--- config.mk ---
export PLATFORM = sky130hd
export DESIGN_NAME = pkt_cmd_ctrl
export DESIGN_NICKNAME = d
export VERILOG_FILES = /design/src/rtl/pkt_cmd_pkg.sv /design/src/rtl/pkt_hdr_collect.sv /design/src/rtl/pkt_cmd_decode.sv /design/src/rtl/pkt_cmd_exec.sv /design/src/rtl/pkt_cmd_ctrl.sv
export SDC_FILE = /design/constraint.sdc
export NUM_CORES = 1
export LEC_CHECK = 0
export BUFFER_PORTS_ARGS = -buffer_cell sky130_fd_sc_hd__buf_2
export CORE_AREA = 2 2 82 64
export DETAILED_ROUTE_END_ITERATION = 8
export DIE_AREA = 0 0 84 66
export GPL_ROUTABILITY_DRIVEN = 0
export GPL_TIMING_DRIVEN = 0
export PLACE_DENSITY_LB_ADDON = 0.05
export SLEW_MARGIN = 20
export SYNTH_ARGS = -nofsm -noshare
export SYNTH_HDL_FRONTEND = slang
export SYNTH_SLANG_ARGS = --single-unit
--- constraint.sdc ---
create_clock -name clk -period 2.1 [get_ports clk]
set_input_delay 0.105 -clock clk [delete_from_list [all_inputs] [get_ports clk]]
set_output_delay 0.105 -clock clk [all_outputs]
set_load 0.005 [all_outputs]
--- src/rtl/pkt_cmd_pkg.sv ---
// Shared codes and types of the packet header interpreter.
// Assumes a fixed four-byte header: address, command, index, spare.
package pkt_cmd_pkg;
    localparam int HDR_BYTES = 4;
    localparam int ERR_W     = 4;
    localparam int ERR_ADDR  = 0;
    localparam int ERR_CMD   = 1;
    localparam int ERR_LOCK  = 2;
    localparam int ERR_SHORT = 3;

    localparam logic [1:0] MODE_PROTO = 2'd2;

    localparam logic [7:0] OP_DATA     = 8'h01;
    localparam logic [7:0] OP_ARM      = 8'h5A;
    localparam logic [7:0] OP_CPU_ON   = 8'hC1;
    localparam logic [7:0] OP_CPU_OFF  = 8'hC0;
    localparam logic [7:0] OP_EXT_SET  = 8'h31;
    localparam logic [7:0] OP_EXT_CLR  = 8'h30;
    localparam logic [7:0] OP_LINK_ONE = 8'hE1;
    localparam logic [7:0] OP_LINK_ALL = 8'hE2;

    typedef enum logic [3:0] {
        ACT_NONE, ACT_DATA, ACT_ARM, ACT_CPU_ON, ACT_CPU_OFF,
        ACT_EXT_SET, ACT_EXT_CLR, ACT_LINK_ONE, ACT_LINK_ALL
    } act_e;

    typedef struct packed {
        act_e       act;
        logic       guarded;
        logic       bad_addr;
        logic       bad_cmd;
        logic [7:0] arg;
    } verdict_t;
endpackage

--- src/rtl/pkt_hdr_collect.sv ---
// Header collector: counts data bytes after each end-of-packet marker,
// keeps the first three header bytes and flags the fourth as "done".
// It drives the header side output and reports headers cut short.
// Assumes at most one token per cycle; the count is held at zero
// outside protocol mode.
module pkt_hdr_collect
    import pkt_cmd_pkg::*;
(
    input  logic       clk,
    input  logic       rst_n,
    input  logic       proto,
    input  logic       tok_valid,
    input  logic       tok_eop,
    input  logic [7:0] tok_data,
    output logic       hdr_done,
    output logic       in_payload,
    output logic       short_eop,
    output logic [7:0] hdr_addr,
    output logic [7:0] hdr_cmd,
    output logic [7:0] hdr_arg,
    output logic       hdr_valid,
    output logic [1:0] hdr_idx,
    output logic [7:0] hdr_byte
);
    localparam int CNT_W  = $clog2(HDR_BYTES + 1);
    localparam int KEEP_W = 8 * (HDR_BYTES - 1);
    localparam logic [CNT_W-1:0] CNT_FULL = CNT_W'(HDR_BYTES);
    localparam logic [CNT_W-1:0] CNT_LAST = CNT_W'(HDR_BYTES - 1);

    logic [CNT_W-1:0]  cnt_q;
    logic [KEEP_W-1:0] keep_q;
    logic              take_hdr;

    assign take_hdr   = proto && tok_valid && !tok_eop && (cnt_q != CNT_FULL);
    assign hdr_done   = take_hdr && (cnt_q == CNT_LAST);
    assign in_payload = (cnt_q == CNT_FULL);
    assign short_eop  = proto && tok_valid && tok_eop
                        && (cnt_q != '0) && (cnt_q != CNT_FULL);
    assign hdr_addr   = keep_q[KEEP_W-1 -: 8];
    assign hdr_cmd    = keep_q[KEEP_W-9 -: 8];
    assign hdr_arg    = keep_q[7:0];

    // Byte counter: restarts on end-of-packet, saturates in the payload.
    always_ff @(posedge clk) begin
        if (!rst_n || !proto)
            cnt_q <= '0;
        else if (tok_valid && tok_eop)
            cnt_q <= '0;
        else if (take_hdr)
            cnt_q <= cnt_q + 1'b1;
    end

    // Header store: shifts in the bytes that precede the final one.
    always_ff @(posedge clk) begin
        if (!rst_n)
            keep_q <= '0;
        else if (take_hdr && !hdr_done)
            keep_q <= {keep_q[KEEP_W-9:0], tok_data};
    end

    // Side output for the acknowledge stage, one cycle after the byte.
    always_ff @(posedge clk) begin
        if (!rst_n) begin
            hdr_valid <= 1'b0;
            hdr_idx   <= '0;
            hdr_byte  <= '0;
        end else begin
            hdr_valid <= take_hdr;
            hdr_idx   <= cnt_q[1:0];
            hdr_byte  <= tok_data;
        end
    end
endmodule

--- src/rtl/pkt_cmd_decode.sv ---
// Command decoder: pure logic that classifies a completed header.
// Checks the address, maps the code to an action, marks guarded
// actions and rejects indices beyond the number of lines or links.
module pkt_cmd_decode
    import pkt_cmd_pkg::*;
#(
    parameter int NLINK = 3,
    parameter int NEXT  = 4
) (
    input  logic [7:0] chan_addr,
    input  logic [7:0] hdr_addr,
    input  logic [7:0] hdr_cmd,
    input  logic [7:0] hdr_arg,
    output verdict_t   verdict
);
    localparam logic [8:0] LINK_LIM = 9'(NLINK);
    localparam logic [8:0] EXT_LIM  = 9'(NEXT);

    logic link_ok;
    logic ext_ok;

    assign link_ok = {1'b0, hdr_arg} < LINK_LIM;
    assign ext_ok  = {1'b0, hdr_arg} < EXT_LIM;

    // Code table lookup with index range checks.
    always_comb begin
        verdict          = '0;
        verdict.arg      = hdr_arg;
        verdict.bad_addr = (hdr_addr != chan_addr);
        verdict.act      = ACT_NONE;
        verdict.bad_cmd  = 1'b0;
        unique case (hdr_cmd)
            OP_DATA:    verdict.act = ACT_DATA;
            OP_ARM:     verdict.act = ACT_ARM;
            OP_CPU_OFF: verdict.act = ACT_CPU_OFF;
            OP_CPU_ON: begin
                verdict.act     = ACT_CPU_ON;
                verdict.guarded = 1'b1;
            end
            OP_EXT_SET: begin
                verdict.act     = ext_ok ? ACT_EXT_SET : ACT_NONE;
                verdict.bad_cmd = !ext_ok;
            end
            OP_EXT_CLR: begin
                verdict.act     = ext_ok ? ACT_EXT_CLR : ACT_NONE;
                verdict.bad_cmd = !ext_ok;
            end
            OP_LINK_ONE: begin
                verdict.act     = link_ok ? ACT_LINK_ONE : ACT_NONE;
                verdict.bad_cmd = !link_ok;
                verdict.guarded = link_ok;
            end
            OP_LINK_ALL: begin
                verdict.act     = ACT_LINK_ALL;
                verdict.guarded = 1'b1;
            end
            default:    verdict.bad_cmd = 1'b1;
        endcase
    end
endmodule

--- src/rtl/pkt_cmd_exec.sv ---
// Command executor: holds the arming flag, the CPU reset and external
// line levels, produces link reset pulses and the error pulses.
// Errors are ranked address, then command, then not armed, so at most
// one bit is set; a short header can never coincide with a verdict.
module pkt_cmd_exec
    import pkt_cmd_pkg::*;
#(
    parameter int NLINK = 3,
    parameter int NEXT  = 4
) (
    input  logic             clk,
    input  logic             rst_n,
    input  logic             fire,
    input  verdict_t         verdict,
    input  logic             short_eop,
    output logic             go,
    output logic             cpu_rst,
    output logic [NEXT-1:0]  ext_sig,
    output logic [NLINK-1:0] link_rst,
    output logic [ERR_W-1:0] err
);
    logic armed_q;
    logic hdr_ok;
    logic locked;

    assign hdr_ok = fire && !verdict.bad_addr && !verdict.bad_cmd;
    assign locked = hdr_ok && verdict.guarded && !armed_q;
    assign go     = hdr_ok && !locked;

    // Arming flag: set by the arm code, consumed by a guarded action.
    always_ff @(posedge clk) begin
        if (!rst_n)
            armed_q <= 1'b0;
        else if (go && verdict.guarded)
            armed_q <= 1'b0;
        else if (go && verdict.act == ACT_ARM)
            armed_q <= 1'b1;
    end

    // CPU reset level.
    always_ff @(posedge clk) begin
        if (!rst_n)
            cpu_rst <= 1'b0;
        else if (go && verdict.act == ACT_CPU_ON)
            cpu_rst <= 1'b1;
        else if (go && verdict.act == ACT_CPU_OFF)
            cpu_rst <= 1'b0;
    end

    // One-cycle error pulses, ranked so that a single bit is set.
    always_ff @(posedge clk) begin
        if (!rst_n) begin
            err <= '0;
        end else begin
            err            <= '0;
            err[ERR_ADDR]  <= fire && verdict.bad_addr;
            err[ERR_CMD]   <= fire && !verdict.bad_addr && verdict.bad_cmd;
            err[ERR_LOCK]  <= locked;
            err[ERR_SHORT] <= short_eop;
        end
    end

    for (genvar gi = 0; gi < NEXT; gi++) begin : g_ext
        // External line gi: set or cleared by an indexed command.
        always_ff @(posedge clk) begin
            if (!rst_n)
                ext_sig[gi] <= 1'b0;
            else if (go && verdict.arg == 8'(gi) && verdict.act == ACT_EXT_SET)
                ext_sig[gi] <= 1'b1;
            else if (go && verdict.arg == 8'(gi) && verdict.act == ACT_EXT_CLR)
                ext_sig[gi] <= 1'b0;
        end
    end

    for (genvar gl = 0; gl < NLINK; gl++) begin : g_link
        // Link gl reset pulse: its own index or the all-links code.
        always_ff @(posedge clk) begin
            if (!rst_n)
                link_rst[gl] <= 1'b0;
            else
                link_rst[gl] <= go && ((verdict.act == ACT_LINK_ALL)
                              || (verdict.act == ACT_LINK_ONE && verdict.arg == 8'(gl)));
        end
    end
endmodule

--- src/rtl/pkt_cmd_ctrl.sv ---
// Per-channel protocol controller top. In protocol mode it interprets a
// four-byte header after every end-of-packet marker and either opens the
// payload path or runs a control command; in the other modes every data
// byte passes straight through. All outputs are registered.
module pkt_cmd_ctrl
    import pkt_cmd_pkg::*;
#(
    parameter int NLINK = 3,
    parameter int NEXT  = 4
) (
    input  logic             clk,
    input  logic             rst_n,
    input  logic [1:0]       mode_i,
    input  logic [7:0]       chan_addr_i,
    input  logic             tok_valid_i,
    input  logic             tok_eop_i,
    input  logic [7:0]       tok_data_i,
    output logic             fwd_valid_o,
    output logic [7:0]       fwd_data_o,
    output logic             hdr_valid_o,
    output logic [1:0]       hdr_idx_o,
    output logic [7:0]       hdr_byte_o,
    output logic             cpu_rst_o,
    output logic [NEXT-1:0]  ext_sig_o,
    output logic [NLINK-1:0] link_rst_o,
    output logic [ERR_W-1:0] err_o
);
    logic       proto;
    logic       hdr_done;
    logic       in_payload;
    logic       short_eop;
    logic [7:0] hdr_addr;
    logic [7:0] hdr_cmd;
    logic [7:0] hdr_arg;
    logic       go;
    logic       pass_q;
    verdict_t   verdict;

    assign proto = (mode_i == MODE_PROTO);

    pkt_hdr_collect u_collect (
        .clk        (clk),
        .rst_n      (rst_n),
        .proto      (proto),
        .tok_valid  (tok_valid_i),
        .tok_eop    (tok_eop_i),
        .tok_data   (tok_data_i),
        .hdr_done   (hdr_done),
        .in_payload (in_payload),
        .short_eop  (short_eop),
        .hdr_addr   (hdr_addr),
        .hdr_cmd    (hdr_cmd),
        .hdr_arg    (hdr_arg),
        .hdr_valid  (hdr_valid_o),
        .hdr_idx    (hdr_idx_o),
        .hdr_byte   (hdr_byte_o)
    );

    pkt_cmd_decode #(.NLINK(NLINK), .NEXT(NEXT)) u_decode (
        .chan_addr (chan_addr_i),
        .hdr_addr  (hdr_addr),
        .hdr_cmd   (hdr_cmd),
        .hdr_arg   (hdr_arg),
        .verdict   (verdict)
    );

    pkt_cmd_exec #(.NLINK(NLINK), .NEXT(NEXT)) u_exec (
        .clk       (clk),
        .rst_n     (rst_n),
        .fire      (hdr_done),
        .verdict   (verdict),
        .short_eop (short_eop),
        .go        (go),
        .cpu_rst   (cpu_rst_o),
        .ext_sig   (ext_sig_o),
        .link_rst  (link_rst_o),
        .err       (err_o)
    );

    // Payload gate: opened by an accepted data header, closed by the marker.
    always_ff @(posedge clk) begin
        if (!rst_n || !proto)
            pass_q <= 1'b0;
        else if (tok_valid_i && tok_eop_i)
            pass_q <= 1'b0;
        else if (hdr_done)
            pass_q <= go && (verdict.act == ACT_DATA);
    end

    // Forwarded byte toward the receive FIFO.
    always_ff @(posedge clk) begin
        if (!rst_n) begin
            fwd_valid_o <= 1'b0;
            fwd_data_o  <= '0;
        end else begin
            fwd_valid_o <= tok_valid_i && !tok_eop_i
                           && (!proto || (in_payload && pass_q));
            fwd_data_o  <= tok_data_i;
        end
    end
endmodule

# Word-level counts from Yosys, hierarchy flattened
# Index checks and enable logic that the tools add are counted.
# classes
order_cmp	2
eq_ne	24
reduce_logical	69
mux	16
bitwise_logic	1
n_addsub	1
# op_table
operator	count
$logic_and A1 B1 Y1	42
$eq A8 B8 Y1 const B	4
$pmux W4 S8	1
$eq A4 B3 Y1 const B	4
$eq A8 B1 Y1 const B	2
$eq A8 B2 Y1 const B	2
$eq A8 B6 Y1 const B	2
$logic_not A1 Y1	10
$mux W1	10
$reduce_bool A2 Y1	5
$mux W3	3
$eq A4 B2 Y1 const B	2
$eq A8 B7 Y1 const B	1
$logic_not A8 Y1	1
$lt A8 B2 Y1 const B	1
$lt A8 B3 Y1 const B	1
$ne A8 B8 Y1	1
$reduce_or A2 Y1	4
$logic_or A1 B1 Y1	5
$reduce_or A5 Y1	1
$eq A4 B1 Y1 const B	1
$eq A4 B4 Y1 const B	1
$add A3 B1 Y3 const B	1
$eq A3 B2 Y1 const B	1
7 further kinds	7
# word_totals
regBits	53
inputBits	22
wordCells	130
out_inout_bits	32

# Longest topological paths before layout
# logic_depth
ltp_word	15
mapped_depth	8
depth_no_buf	7

# Hierarchy
# From an unflattened synthesis, not the netlist that was laid out.
# hier_totals
cells_unflattened	293
hier_area_um2	2796.4
# by_module_without_submodules
module	cells_per_inst	instances	area_each_um2
pkt_hdr_collect	135	1	1407.6
pkt_cmd_exec	68	1	641.9
pkt_cmd_decode	62	1	424.2
pkt_cmd_ctrl	28	1	322.8

# Worst setup path before layout
# Ideal clock, no wire load.
# synth_timing
path_type	reg2reg
start	register u_collect.cnt_q[0]
end	register u_collect.keep_q[0]
synth_period_minus_slack_ps	1766
arrival_time_ps	1638
setup_ps	128
n_path_buf	1
required_ps	1972
path_slack_ps	334
path_stages_with_launch	9
path_cell_list	dfxtp_1 inv_1 ha_1 nand2_1 nand3_1 nor2_2 buf_4 mux2i_1 nor2_1
# synth_between
elab_chain_cells	5
# synth_lines
element	line	rtl
start, declared	pkt_hdr_collect.sv:30	logic [CNT_W-1:0] cnt_q;
start signal, assigned	pkt_hdr_collect.sv:50	cnt_q <= cnt_q + 1'b1;
$ne A3 B3 Y1	pkt_hdr_collect.sv:34	assign take_hdr = proto && tok_valid && !tok_eop && (cnt_q != CNT_FULL);
$logic_and A1 B1 Y1	pkt_hdr_collect.sv:34	
$logic_and A1 B1 Y1	pkt_hdr_collect.sv:35	assign hdr_done = take_hdr && (cnt_q == CNT_LAST);
$logic_not A1 Y1	pkt_hdr_collect.sv:57	else if (take_hdr && !hdr_done)
$logic_and A1 B1 Y1 *	pkt_hdr_collect.sv:57	
end signal, assigned	pkt_hdr_collect.sv:58	keep_q <= {keep_q[KEEP_W-9:0], tok_data};
end, declared	pkt_hdr_collect.sv:31	logic [KEEP_W-1:0] keep_q;
# Every way passes the cells marked *; elsewhere a longest branch is shown, timed or not.
# A chain may end at the register's enable or synchronous reset.

# Worst setup path in the final report
# layout_timing
start	register u_collect.cnt_q[0]
end	register u_collect.keep_q[10]
# The elaborated chain is that of the path after synthesis.

==> impl_metrics.tcl <==
set metrics [dict create \
    ys_top_cells_by_area "dfxtp_1, mux2i_1, nor2_1" \
    endpoint_kind "flop" \
    powerDensity_mw_per_mm2 593 \
    viasPerCell 5.14 \
    fin_crit_ns 1.88 \
    cts_max_level 2 \
    synth_commonest_cells "dfxtp_1, nor2_1, mux2i_1" \
    synth.most_common_cell "dfxtp_1" \
    drc 0 \
    critical-path-max-stage-delay_ns 0.35 \
    syn_area_per_cell_um2 9.60 \
    drt-pass1-iter-count 4 \
    grt_max_degree 18 \
    worst_pin_slew_ns 0.617 \
    cts_buffer_depth 2 \
    synth_flop_cell "dfxtp_1" \
    ant_nets 0 \
    slew_violations 0 \
    initial_core_util_pct 52.6 \
    static-leakage-power_nw 1.29 \
    crit_fanout 10 \
    violations "hold timing" \
    final_nets 355 \
    wirelength_um 5330 \
    ff2ff_setup_slack_ns 0.22 \
    max_slew_margin_pct 58.9 \
    vdd_drop_max_mv 0.417 \
    clkTransAtPathRegs_ns 0.10 \
    synth_seq_area_share_pct 42.3 \
    fin_worst_hold_slack_ns -0.00266 \
    drt_iter0_drc 92 \
    grt_pass1_vias 1810 \
    synth_top_area_share_pct 42.3 \
    synthArstFlopShare_pct 0 \
    syn_inst 261 \
    synth_area_mm2 0.00251 \
    antenna_found_initial 0 \
    synth_top_area_cell "dfxtp_1" \
    fmax_mhz 531 \
    tns_ns 0 \
    insertion_delay_ns 0.32 \
    die_width_um 84 \
    cp_slowest_cell "dfxtp_1" \
    cts_tree "yes" \
    synth_nets 286 \
    worst-path-buf-inv 2 \
    synth_cell_types 51 \
    port_buffers 53 \
    critPathTopFamily "simple AND/OR/NAND/NOR gates" \
    synth_warnings 0 \
    syn2layout_area_growth_pct 21.4 \
    ys_ff_latch 53 \
    grt_pass1_wl_um 8690 \
    core_area_mm2 0.00476 \
    cap_violations 0 \
    dpl.cell_count 374 \
    synth_edf_count 0 \
    cts_root_buf "clkbuf_8" \
    min_period_over_period_pct 89.7 \
    crit_chain "inv_1 > ha_1 > nand2_1 > nand3_2 > nor2_4 > buf_4 > mux2i_1 > nor2_1" \
    num_rows 22 \
    outcome "complete, but fails checks" \
    worstSetupStartpointType "flop" \
    critPathKind "reg2reg" \
    place_hpwl_um 3830 \
    stdcell_count 391 \
    rsz0062_at_grt "false" \
    stdcell_area_mm2 0.00304 \
    timing.final.hold_violations 1 \
    chipHeight_um 66 \
    skew_ns 0.00629 \
    antenna_cells 0 \
    overflow 0 \
    numCtsBuffers 5 \
    grt_usage_pct 19.9 \
    setup_viol 0 \
    vias 2008 \
    placed_area_mm2 0.00285 \
    drive_gt1_share_pct 29.9 \
    cts.sinks 53 \
    hp-class "in2reg" \
    wl_per_cell_um 13.6 \
    worstPathArrival_ns 2.08 \
    critPathRequiredTime_ns 2.30 \
    die-area_mm2 0.00554 \
    io_pins 54 \
]
## path summary, 6_finish.rpt
check / from / to / cells after the start
worst max-delay path: u_collect.cnt_q[0] / u_collect.keep_q[10] / 8
worst min-delay path: tok_data_i[3] / u_collect.hdr_byte[3] / 2
worst max register to register: u_collect.cnt_q[0] / u_collect.keep_q[10] / 8
worst min register to register: u_exec.ext_sig[1] / u_exec.ext_sig[1] / 2
## flip-flops by register name (all words and copies together), names as in the netlist
signal               count
u_collect.keep_q        24
u_collect.hdr_byte       8
u_exec.err               4
u_exec.ext_sig           4
u_collect.cnt_q          3
u_exec.link_rst          3
u_collect.hdr_idx        2
fwd_valid_o              1
pass_q                   1
u_collect.hdr_valid      1
u_exec.armed_q           1
u_exec.cpu_rst           1
## final cells by class
type | count | area (um2)
flip-flops and latches | 53 | 1060
fillers | 422 | 1720
plain buffers | 21 | 159
clock inverters | 2 | 17.5
clock buffers | 6 | 82.6
repair buffers | 62 | 345
inverters | 8 | 30.0
well taps | 60 | 75.1
multi-input cells | 179 | 1270
## layout by cell type, fill, tap and decap left out, types with 6 or more instances in the layout
cell type,n
and2_1,9
buf_2,56
buf_4,14
clkbuf_8,6
dfxtp_1,53
inv_1,8
mux2i_1,25
nand2_1,14
nor2_1,41
o21ai_0,7
xnor2_1,10
## metal layers
metal | share of wire, % | vias to the layer above | global-route usage [%]
met4 | 1.4 | 0 | 7.66
li1 | - | 1040 | -
met5 | 0 | - | 0
met2 | 44 | 45 | 31.4
met1 | 50 | 915 | 27.0
met3 | 4.9 | 8 | 4.24
## through the flow
step	power [mW]	worst slack, ns	util (%)
4_1_cts	1.81	0.0774	62.8
3_5_place_dp	1.19	-0.0252	59.8
6_report	1.80	0.216	63.9
2_1_floorplan	1.13	0.334	-
3_3_place_gp	1.18	0.00831	59.8
5_1_grt	1.88	0.0598	63.9
## power by group
| group | switching (mW) | total (mW) | internal, mW |
|---|---|---|---|
| clock network | 0.355 | 0.629 | 0.274 |
| registers | 0.00966 | 1.03 | 1.02 |
| logic | 0.0713 | 0.147 | 0.0753 |
| total | 0.436 | 1.80 | 1.37 |
## logic make-up after synthesis
logic type      synth area share, %
flops                          42.3
compound gates                 7.39
buf+inv                        7.54
xor+xnor                       3.49
mux                            9.99
simple gates                   27.8
fa+ha+maj                      1.50
## repair_timing
item	4_1_cts	5_1_grt
hold buffers	4	1
resized for setup	1	2
hold endpoints to repair	4	1
setup endpoints to repair	19	23
buffers inserted	0	4
pin swaps	0	1
(Power assumes the default switching activity.)
